### config.mk
export PLATFORM = sky130hd
export DESIGN_NAME = sigfp_unit
export DESIGN_NICKNAME = d
export VERILOG_FILES = /design/src/rtl/sigfp_pkg.sv /design/src/rtl/sigfp_align_add.sv /design/src/rtl/sigfp_prenorm.sv /design/src/rtl/sigfp_mul_seq.sv /design/src/rtl/sigfp_pack.sv /design/src/rtl/sigfp_unit.sv
export SDC_FILE = /design/constraint.sdc
export NUM_CORES = 2
export LEC_CHECK = 0
export CAP_MARGIN = 20
export CORE_MARGIN = 2
export CORE_UTILIZATION = 65
export CTS_BUF_LIST = sky130_fd_sc_hd__clkbuf_4 sky130_fd_sc_hd__clkbuf_8 sky130_fd_sc_hd__clkbuf_16
export DETAILED_ROUTE_END_ITERATION = 6
export DONT_BUFFER_PORTS = 1
export PLACE_DENSITY_LB_ADDON = 0.3
export SYNTH_ARGS = -nofsm -noshare
export SYNTH_HDL_FRONTEND = slang
export SYNTH_HIERARCHICAL = 1
export SYNTH_SLANG_ARGS = --single-unit
export TNS_END_PERCENT = 10
### constraint.sdc
create_clock -name clk -period 16 [get_ports clk]
set_clock_uncertainty 0.2 [all_clocks]
set_input_delay 2.4 -clock clk [delete_from_list [all_inputs] [get_ports clk]]
set_output_delay 2.4 -clock clk [all_outputs]
set_load 0.01 [all_outputs]
### src/rtl/sigfp_pkg.sv
package sigfp_pkg;
  localparam int TAG_W  = 3;
  localparam int EXP_W  = 8;
  localparam int COEF_W = 56;
  localparam int DIG_W  = 4;
  localparam int WORD_W = TAG_W + 1 + COEF_W + EXP_W;
  localparam int WIDE_W = COEF_W + DIG_W;
  localparam int EXS_W  = EXP_W + 2;
  localparam int BIAS   = 2 ** (EXP_W - 1);

  typedef struct packed {
    logic [TAG_W-1:0]  tag;
    logic              sign;
    logic [COEF_W-1:0] coef;
    logic [EXP_W-1:0]  expo;
  } fp_word_t;

  typedef enum logic [1:0] {
    S_IDLE,
    S_PREP,
    S_MUL,
    S_FIN
  } fsm_t;
endpackage

### src/rtl/sigfp_align_add.sv
module sigfp_align_add #(
  parameter int COEF_W = 56,
  parameter int EXP_W  = 8,
  parameter int DIG_W  = 4,
  localparam int WIDE_W = COEF_W + DIG_W,
  localparam int EXS_W  = EXP_W + 2
) (
  input  logic              sa_i,
  input  logic [COEF_W-1:0] ma_i,
  input  logic [EXP_W-1:0]  ea_i,
  input  logic              sb_i,
  input  logic [COEF_W-1:0] mb_i,
  input  logic [EXP_W-1:0]  eb_i,
  output logic              sr_o,
  output logic [WIDE_W-1:0] mr_o,
  output logic [EXS_W-1:0]  er_o
);
  logic              a_lead;
  logic [EXP_W-1:0]  diff;
  logic [COEF_W-1:0] mx, my;
  logic              sx, sy;

  always_comb begin
    a_lead = (ea_i >= eb_i);
    diff   = a_lead ? (ea_i - eb_i) : (eb_i - ea_i);
    mx     = a_lead ? ma_i : mb_i;
    sx     = a_lead ? sa_i : sb_i;
    sy     = a_lead ? sb_i : sa_i;
    my     = (a_lead ? mb_i : ma_i) >> (32'(diff) * DIG_W);
    er_o   = EXS_W'(a_lead ? ea_i : eb_i);
    if (sx == sy) begin
      mr_o = WIDE_W'(mx) + WIDE_W'(my);
      sr_o = sx;
    end else if (mx >= my) begin
      mr_o = WIDE_W'(mx - my);
      sr_o = sx;
    end else begin
      mr_o = WIDE_W'(my - mx);
      sr_o = sy;
    end
  end

  // a like-signed sum never falls below the leading operand
  always_comb begin
    if (sx == sy) begin
      a_r3_sum_no_wrap: assert (mr_o >= WIDE_W'(mx));
    end
  end
endmodule

### src/rtl/sigfp_prenorm.sv
module sigfp_prenorm #(
  parameter int COEF_W = 56,
  parameter int EXP_W  = 8,
  parameter int DIG_W  = 4,
  localparam int NDIG = COEF_W / DIG_W,
  localparam int LZ_W = $clog2(NDIG + 1)
) (
  input  logic [COEF_W-1:0] ma_i,
  input  logic [EXP_W-1:0]  ea_i,
  input  logic [COEF_W-1:0] mb_i,
  input  logic [EXP_W-1:0]  eb_i,
  output logic [COEF_W-1:0] ma_o,
  output logic [EXP_W-1:0]  ea_o,
  output logic [COEF_W-1:0] mb_o,
  output logic [EXP_W-1:0]  eb_o
);
  logic              pick_a;
  logic [COEF_W-1:0] src, nsrc;
  logic [EXP_W-1:0]  se, nse, sh;
  logic [LZ_W-1:0]   lz;
  logic              seen;

  always_comb begin
    pick_a = (ma_i >= mb_i);
    src    = pick_a ? ma_i : mb_i;
    se     = pick_a ? ea_i : eb_i;
    lz     = '0;
    seen   = 1'b0;
    for (int i = NDIG - 1; i >= 0; i--) begin
      if (src[i*DIG_W +: DIG_W] != '0) seen = 1'b1;
      else if (!seen) lz = lz + 1'b1;
    end
    if (src == '0)              sh = '0;
    else if (EXP_W'(lz) > se)   sh = se;
    else                        sh = EXP_W'(lz);
    nsrc = src << (32'(sh) * DIG_W);
    nse  = se - sh;
    ma_o = pick_a ? nsrc : ma_i;
    ea_o = pick_a ? nse  : ea_i;
    mb_o = pick_a ? mb_i : nsrc;
    eb_o = pick_a ? eb_i : nse;
  end

  // unless the exponent floor stopped it, the shifted operand leads with a non-zero digit
  always_comb begin
    if (nsrc != '0 && nse != '0) begin
      a_r6_norm_lead: assert (nsrc[COEF_W-1 -: DIG_W] != '0);
    end
  end
endmodule

### src/rtl/sigfp_mul_seq.sv
module sigfp_mul_seq #(
  parameter int COEF_W = 56,
  localparam int CNT_W = $clog2(COEF_W + 1)
) (
  input  logic                clk,
  input  logic                rst_n,
  input  logic                load_i,
  input  logic                step_i,
  input  logic [COEF_W-1:0]   mcand_i,
  input  logic [COEF_W-1:0]   mplier_i,
  output logic                last_o,
  output logic [2*COEF_W-1:0] prod_o
);
  logic [COEF_W-1:0] hi_q, hi_d, lo_q, lo_d, mc_q, mc_d;
  logic [CNT_W-1:0]  cnt_q, cnt_d;
  logic [COEF_W:0]   psum;

  always_comb begin
    hi_d  = hi_q;
    lo_d  = lo_q;
    mc_d  = mc_q;
    cnt_d = cnt_q;
    psum  = {1'b0, hi_q} + (lo_q[0] ? {1'b0, mc_q} : '0);
    if (load_i) begin
      hi_d  = '0;
      lo_d  = mplier_i;
      mc_d  = mcand_i;
      cnt_d = '0;
    end else if (step_i) begin
      hi_d  = psum[COEF_W:1];
      lo_d  = {psum[0], lo_q[COEF_W-1:1]};
      cnt_d = cnt_q + 1'b1;
    end
  end

  always_ff @(posedge clk or negedge rst_n) begin
    if (!rst_n) begin
      hi_q  <= '0;
      lo_q  <= '0;
      mc_q  <= '0;
      cnt_q <= '0;
    end else if (load_i || step_i) begin
      hi_q  <= hi_d;
      lo_q  <= lo_d;
      mc_q  <= mc_d;
      cnt_q <= cnt_d;
    end
  end

  assign last_o = (cnt_q == CNT_W'(COEF_W - 1));
  assign prod_o = {hi_q, lo_q};

  // the controller never steps past the multiplier width
  a_r8_step_bound: assert property (@(posedge clk) disable iff (!rst_n)
    step_i |-> (cnt_q < CNT_W'(COEF_W)));
endmodule

### src/rtl/sigfp_pack.sv
module sigfp_pack #(
  parameter int COEF_W = 56,
  parameter int EXP_W  = 8,
  parameter int DIG_W  = 4,
  parameter int TAG_W  = 3,
  localparam int WIDE_W = COEF_W + DIG_W,
  localparam int EXS_W  = EXP_W + 2,
  localparam int WORD_W = TAG_W + 1 + COEF_W + EXP_W
) (
  input  logic [TAG_W-1:0]  tag_i,
  input  logic              sign_i,
  input  logic [WIDE_W-1:0] mag_i,
  input  logic [EXS_W-1:0]  exp_i,
  output logic [WORD_W-1:0] word_o,
  output logic              ovf_o
);
  logic [WIDE_W-1:0] m;
  logic [EXS_W-1:0]  e;
  logic [COEF_W-1:0] coef;
  logic [EXP_W-1:0]  ef;
  logic              s;

  always_comb begin
    m = mag_i;
    e = exp_i;
    if (mag_i[WIDE_W-1 -: DIG_W] != '0) begin
      m = mag_i >> DIG_W;
      e = exp_i + EXS_W'(1);
    end
    coef  = m[COEF_W-1:0];
    ef    = e[EXP_W-1:0];
    s     = sign_i;
    ovf_o = 1'b0;
    if (e[EXS_W-1]) begin
      coef = '0;
      ef   = '0;
    end else if (e[EXS_W-2:EXP_W] != '0) begin
      ovf_o = 1'b1;
      ef    = '1;
    end
    if (coef == '0) s = 1'b0;
    word_o = {tag_i, s, coef, ef};
  end
endmodule

### src/rtl/sigfp_unit.sv
module sigfp_unit
  import sigfp_pkg::*;
(
  input  logic              clk,
  input  logic              rst_n,
  input  logic              start_i,
  input  logic [1:0]        op_i,
  input  logic [WORD_W-1:0] a_i,
  input  logic [WORD_W-1:0] b_i,
  output logic [WORD_W-1:0] result_o,
  output logic              ovf_o,
  output logic              done_o
);
  // reset: asserted asynchronously, released through two flops
  logic rst_s1, rst_ns;
  always_ff @(posedge clk or negedge rst_n) begin
    if (!rst_n) begin
      rst_s1 <= 1'b0;
      rst_ns <= 1'b0;
    end else begin
      rst_s1 <= 1'b1;
      rst_ns <= rst_s1;
    end
  end

  fsm_t            state_q, state_d;
  logic [1:0]      op_q;
  fp_word_t        a_q, b_q;
  logic            ssum_q;
  logic [WIDE_W-1:0] msum_q;
  logic [EXS_W-1:0]  esum_q, emul_q, emul_d;
  logic [WORD_W-1:0] res_q;
  logic            ovf_q, done_q, done_d;

  logic            load_en, add_en, mload, mstep, fin_en, mlast;

  // add / subtract path
  logic              ssum_d;
  logic [WIDE_W-1:0] msum_d;
  logic [EXS_W-1:0]  esum_d;

  sigfp_align_add #(.COEF_W(COEF_W), .EXP_W(EXP_W), .DIG_W(DIG_W)) u_add (
    .sa_i (a_q.sign),
    .ma_i (a_q.coef),
    .ea_i (a_q.expo),
    .sb_i (b_q.sign ^ op_q[0]),
    .mb_i (b_q.coef),
    .eb_i (b_q.expo),
    .sr_o (ssum_d),
    .mr_o (msum_d),
    .er_o (esum_d)
  );

  // multiply path
  logic [COEF_W-1:0]   na, nb;
  logic [EXP_W-1:0]    nea, neb;
  logic [2*COEF_W-1:0] prod;

  sigfp_prenorm #(.COEF_W(COEF_W), .EXP_W(EXP_W), .DIG_W(DIG_W)) u_norm (
    .ma_i (a_q.coef),
    .ea_i (a_q.expo),
    .mb_i (b_q.coef),
    .eb_i (b_q.expo),
    .ma_o (na),
    .ea_o (nea),
    .mb_o (nb),
    .eb_o (neb)
  );

  sigfp_mul_seq #(.COEF_W(COEF_W)) u_mul (
    .clk      (clk),
    .rst_n    (rst_ns),
    .load_i   (mload),
    .step_i   (mstep),
    .mcand_i  (na),
    .mplier_i (nb),
    .last_o   (mlast),
    .prod_o   (prod)
  );

  // repack
  logic              pk_sign;
  logic [WIDE_W-1:0] pk_mag;
  logic [EXS_W-1:0]  pk_exp;
  logic [WORD_W-1:0] pk_word;
  logic              pk_ovf;

  always_comb begin
    if (op_q[1]) begin
      pk_sign = a_q.sign ^ b_q.sign;
      pk_mag  = prod[2*COEF_W-1 -: WIDE_W];
      pk_exp  = emul_q;
    end else begin
      pk_sign = ssum_q;
      pk_mag  = msum_q;
      pk_exp  = esum_q;
    end
  end

  sigfp_pack #(.COEF_W(COEF_W), .EXP_W(EXP_W), .DIG_W(DIG_W), .TAG_W(TAG_W)) u_pack (
    .tag_i  (a_q.tag),
    .sign_i (pk_sign),
    .mag_i  (pk_mag),
    .exp_i  (pk_exp),
    .word_o (pk_word),
    .ovf_o  (pk_ovf)
  );

  // control
  always_comb begin
    state_d = state_q;
    load_en = 1'b0;
    add_en  = 1'b0;
    mload   = 1'b0;
    mstep   = 1'b0;
    fin_en  = 1'b0;
    done_d  = 1'b0;
    emul_d  = EXS_W'(nea) + EXS_W'(neb) - EXS_W'(BIAS);
    unique case (state_q)
      S_IDLE: if (start_i) begin
        load_en = 1'b1;
        state_d = S_PREP;
      end
      S_PREP: begin
        if (op_q[1]) begin
          mload   = 1'b1;
          state_d = S_MUL;
        end else begin
          add_en  = 1'b1;
          state_d = S_FIN;
        end
      end
      S_MUL: begin
        mstep = 1'b1;
        if (mlast) state_d = S_FIN;
      end
      S_FIN: begin
        fin_en  = 1'b1;
        done_d  = 1'b1;
        state_d = S_IDLE;
      end
      default: state_d = S_IDLE;
    endcase
  end

  always_ff @(posedge clk or negedge rst_ns) begin
    if (!rst_ns) begin
      state_q <= S_IDLE;
      done_q  <= 1'b0;
    end else begin
      state_q <= state_d;
      done_q  <= done_d;
    end
  end

  always_ff @(posedge clk or negedge rst_ns) begin
    if (!rst_ns) begin
      op_q <= '0;
      a_q  <= '0;
      b_q  <= '0;
    end else if (load_en) begin
      op_q <= op_i;
      a_q  <= a_i;
      b_q  <= b_i;
    end
  end

  always_ff @(posedge clk or negedge rst_ns) begin
    if (!rst_ns) begin
      ssum_q <= 1'b0;
      msum_q <= '0;
      esum_q <= '0;
    end else if (add_en) begin
      ssum_q <= ssum_d;
      msum_q <= msum_d;
      esum_q <= esum_d;
    end
  end

  always_ff @(posedge clk or negedge rst_ns) begin
    if (!rst_ns) emul_q <= '0;
    else if (mload) emul_q <= emul_d;
  end

  always_ff @(posedge clk or negedge rst_ns) begin
    if (!rst_ns) begin
      res_q <= '0;
      ovf_q <= 1'b0;
    end else if (fin_en) begin
      res_q <= pk_word;
      ovf_q <= pk_ovf;
    end
  end

  assign result_o = res_q;
  assign ovf_o    = ovf_q;
  assign done_o   = done_q;

  // completion strobe is a single cycle
  a_r9_done_pulse: assert property (@(posedge clk) disable iff (!rst_ns)
    done_o |=> !done_o);

  // a start while busy leaves the captured operation untouched
  a_r9_busy_ignore: assert property (@(posedge clk) disable iff (!rst_ns)
    (state_q != S_IDLE && start_i) |=> ($stable(a_q) && $stable(b_q) && $stable(op_q)));

  // the result only changes together with the done strobe
  a_r9_result_hold: assert property (@(posedge clk) disable iff (!rst_ns)
    !done_d |=> $stable(result_o));
endmodule

==> out/results.txt <==
top layer in use -> met5
vias per inst -> 6.90
YS warnings -> 6
initial antenna violation count -> 23
Hold WS -> 0.125 ns
Slew Viols, Final -> 0
gr ovfl total -> 0
proportion of synthesized area in mux cells -> 20.5%
CP peak stage delay -> 0.57 ns
first-pass GRT wire length -> 257000 um
cell accounting for the most synthesized area -> dfrtp_1
Finished Layout Cells -> 6326
met3 WL -> 20000 um
Clock Path Buffers -> 3
1st-iter DRT viols -> 5969
Worst setup SP type -> flop
# DRC -> 5
Post-Route WL -> 173000 um
final setup fails -> 0
H-tree depth -> 2
initial core utilization -> 65.4%
Async S/R FF share, synth -> 100%
CORE AREA -> 71200 um2
fin util -> 69.2%
nets@finish -> 5807
final worst path period share -> 93.7%
Cells after Synth -> 5474
post-layout min period -> 14.99 ns
Final Hold Viols -> 0
Area growth syn-to-layout -> 5.83%
Syn Area/Cell -> 8.51 um2
Rel. slew slack -> 15.8%
drt wl/cell -> 27.4 um
Clock Sink Count -> 464
worst-skew pair later-pin latency -> 0.65 ns
Final HPWL DP -> 134000 um
Post-Synthesis Cell Area -> 46600 um2
drt pass-1 iters -> 6
Top cell by count, worst path -> ha_1
Slew @ Worst Pin -> 1.26 ns
adder-cell share of the synthesized area -> 9.43%
most common cell after layout, fill and taps aside -> nand2_1
Post-Synth XOR/XNOR Area -> 2.78%
failing checks -> DRC
commonest register cell after synthesis -> dfrtp_1
via count -> 43700
number of port buffers -> 0
largest family of logic cells by synthesized area -> multiplexers
Synth Area in Simple Gates -> 17.6%
outcome -> complete, but fails checks
fillers -> 5779
EDFF count, synth -> 0
Crit. End Element -> flop
FF+latch count, synth -> 464
Reg clk slew, reported paths -> 0.06 ns
largest net degree at the start of global routing -> 167
unique cell type count in the Yosys netlist -> 127
share of cells above drive strength 1 -> 17.5%
vias in the first global route -> 41200
top-area cell type share of the netlist area -> 24.9%
Detail Route Antenna Nets -> 0
total negative slack -> 0 ns
CP max FO -> 9
Crit Path Category -> flop to flop
synth top area cells -> dfrtp_1 25%, mux2_2 13%, ha_1 9.1%
placed insts -> 6201
# IOs -> 211
routability cong. -> 1.06
metal2 WL -> 74500 um
Max Cap Violations -> 0
Vert. Die Dim -> 272 um
FP Rows -> 98
Global Route Usage Sum -> 45.5%
Post-CTS Hold Buffers -> 0
slowest CP cell -> dfrtp_1
Die ar. -> 73800 um2
FMAX -> 0.0667 GHz
wl on met1 -> 67600 um
data required time at the worst endpoint -> 16.36 ns
CTS tree -> done
sequential area share after synthesis -> 24.9%
Num CTS Buffers -> 55
commonest cells after routing, fill and taps aside -> 572 x nand2_1, 532 x mux2_2, 460 x dfrtp_1, 445 x a21oi_1, 377 x nor2_1
compound-gate portion of the synthesized area -> 19.0%
CP Data Arrival Time -> 15.34 ns
Root Buffer -> clkbuf_16
HP Class -> flop to asynchronous set/reset pin
die width -> 272 um
per-layer routing:
layer	track usage, %	vias up
met5	0	-
met4	25.7	12
met3	12.4	505
met2	68.5	2698
met1	59.2	20900
li1	-	19500
path summary, 6_finish.rpt:
kind	from	to	slack [ns]	depth (start not counted)
min	rst_ns$_DFF_PN0_	result_o[6]$_DFFE_PN0P_	0.12	0
max reg2reg	b_q[9]$_DFFE_PN0P_	emul_q[8]$_DFFE_PN0P_	1.01	82
max in group asynchronous	rst_ns$_DFF_PN0_	result_o[24]$_DFFE_PN0P_	12.72	3
max	b_q[9]$_DFFE_PN0P_	emul_q[8]$_DFFE_PN0P_	1.01	82
min reg2reg	rst_ns$_DFF_PN0_	result_o[6]$_DFFE_PN0P_	0.12	0
min in group clk	rst_s1$_DFF_PN0_	rst_ns$_DFF_PN0_	0.15	0
stage by stage:
step                setup WS (ns)  instance area, um2
global placement            0.789               47100
CTS                         0.371               49100
detailed placement          0.488               47100
finish                       1.01               49300
floorplan                   0.280               46600
global route             -0.00261               49300
sequential cells by signal (all words and copies together) (netlist names), 6 cells and up:
register     cells
u_mul/mc_q      56
esum_q          10
u_mul/hi_q      56
msum_q          60
u_mul/cnt_q      6
emul_q          10
b_q             65
result_o        68
u_mul/lo_q      56
a_q             68
synthesized netlist by cell type, types with 43 or more instances:
library cell,count
buf_2,117
a21oi_1,446
nor2b_1,51
or3_1,43
nor3_1,89
nand2_1,573
nor3_2,43
nand4_1,73
a31oi_1,55
o31ai_1,46
a21o_1,107
nand3_1,84
and2_1,105
o211ai_1,47
nor2_1,377
xnor2_1,87
nor4_1,70
o21ai_0,275
mux2_2,532
inv_1,251
clkbuf_1,151
ha_1,338
xor2_1,47
mux2i_1,344
o21bai_1,47
dfrtp_1,464
critical path: cells and delay by family (launching register included):
| kind | cells | cell delay (ns) |
|---|---|---|
| buf+inv | 9 | 0.69 |
| xor+xnor | 1 | 0.18 |
| fa+ha+maj | 14 | 4.08 |
| simple gates | 22 | 2.52 |
| compound gates | 33 | 5.98 |
| flops | 1 | 0.57 |
| mux | 3 | 0.66 |
kinds of logic (layout without fill, tap and decap cells):
| kind of cell | after synthesis | in the layout |
|---|---|---|
| compound gates | 1369 | 1369 |
| xor+xnor | 140 | 140 |
| fa+ha+maj | 346 | 346 |
| buf+inv | 603 | 492 |
| flops | 464 | 464 |
| mux | 882 | 882 |
| other cells | 3 | 16 |
| simple gates | 1667 | 1667 |
area by class of cell:
type                    instances  area [um2]  area share [%]
inverters                     255         962            1.95
multi-input cells            4410       32500            65.9
well taps                     950        1190            2.41
flip-flops and latches        464       11600            23.6
clock buffers                  73        1570            3.18
clock inverters                30         419           0.850
repair buffers                134        1030            2.08
diodes                         10        25.0          0.0508
timing repair:
item / CTS / global route
resized for setup: 0 / 17
endpoints found under the setup margin: 0 / 28
buffers inserted: 0 / 6
Power is not shown: default switching activity piles up to over one toggle a cycle in this logic, so the estimate is an artifact.
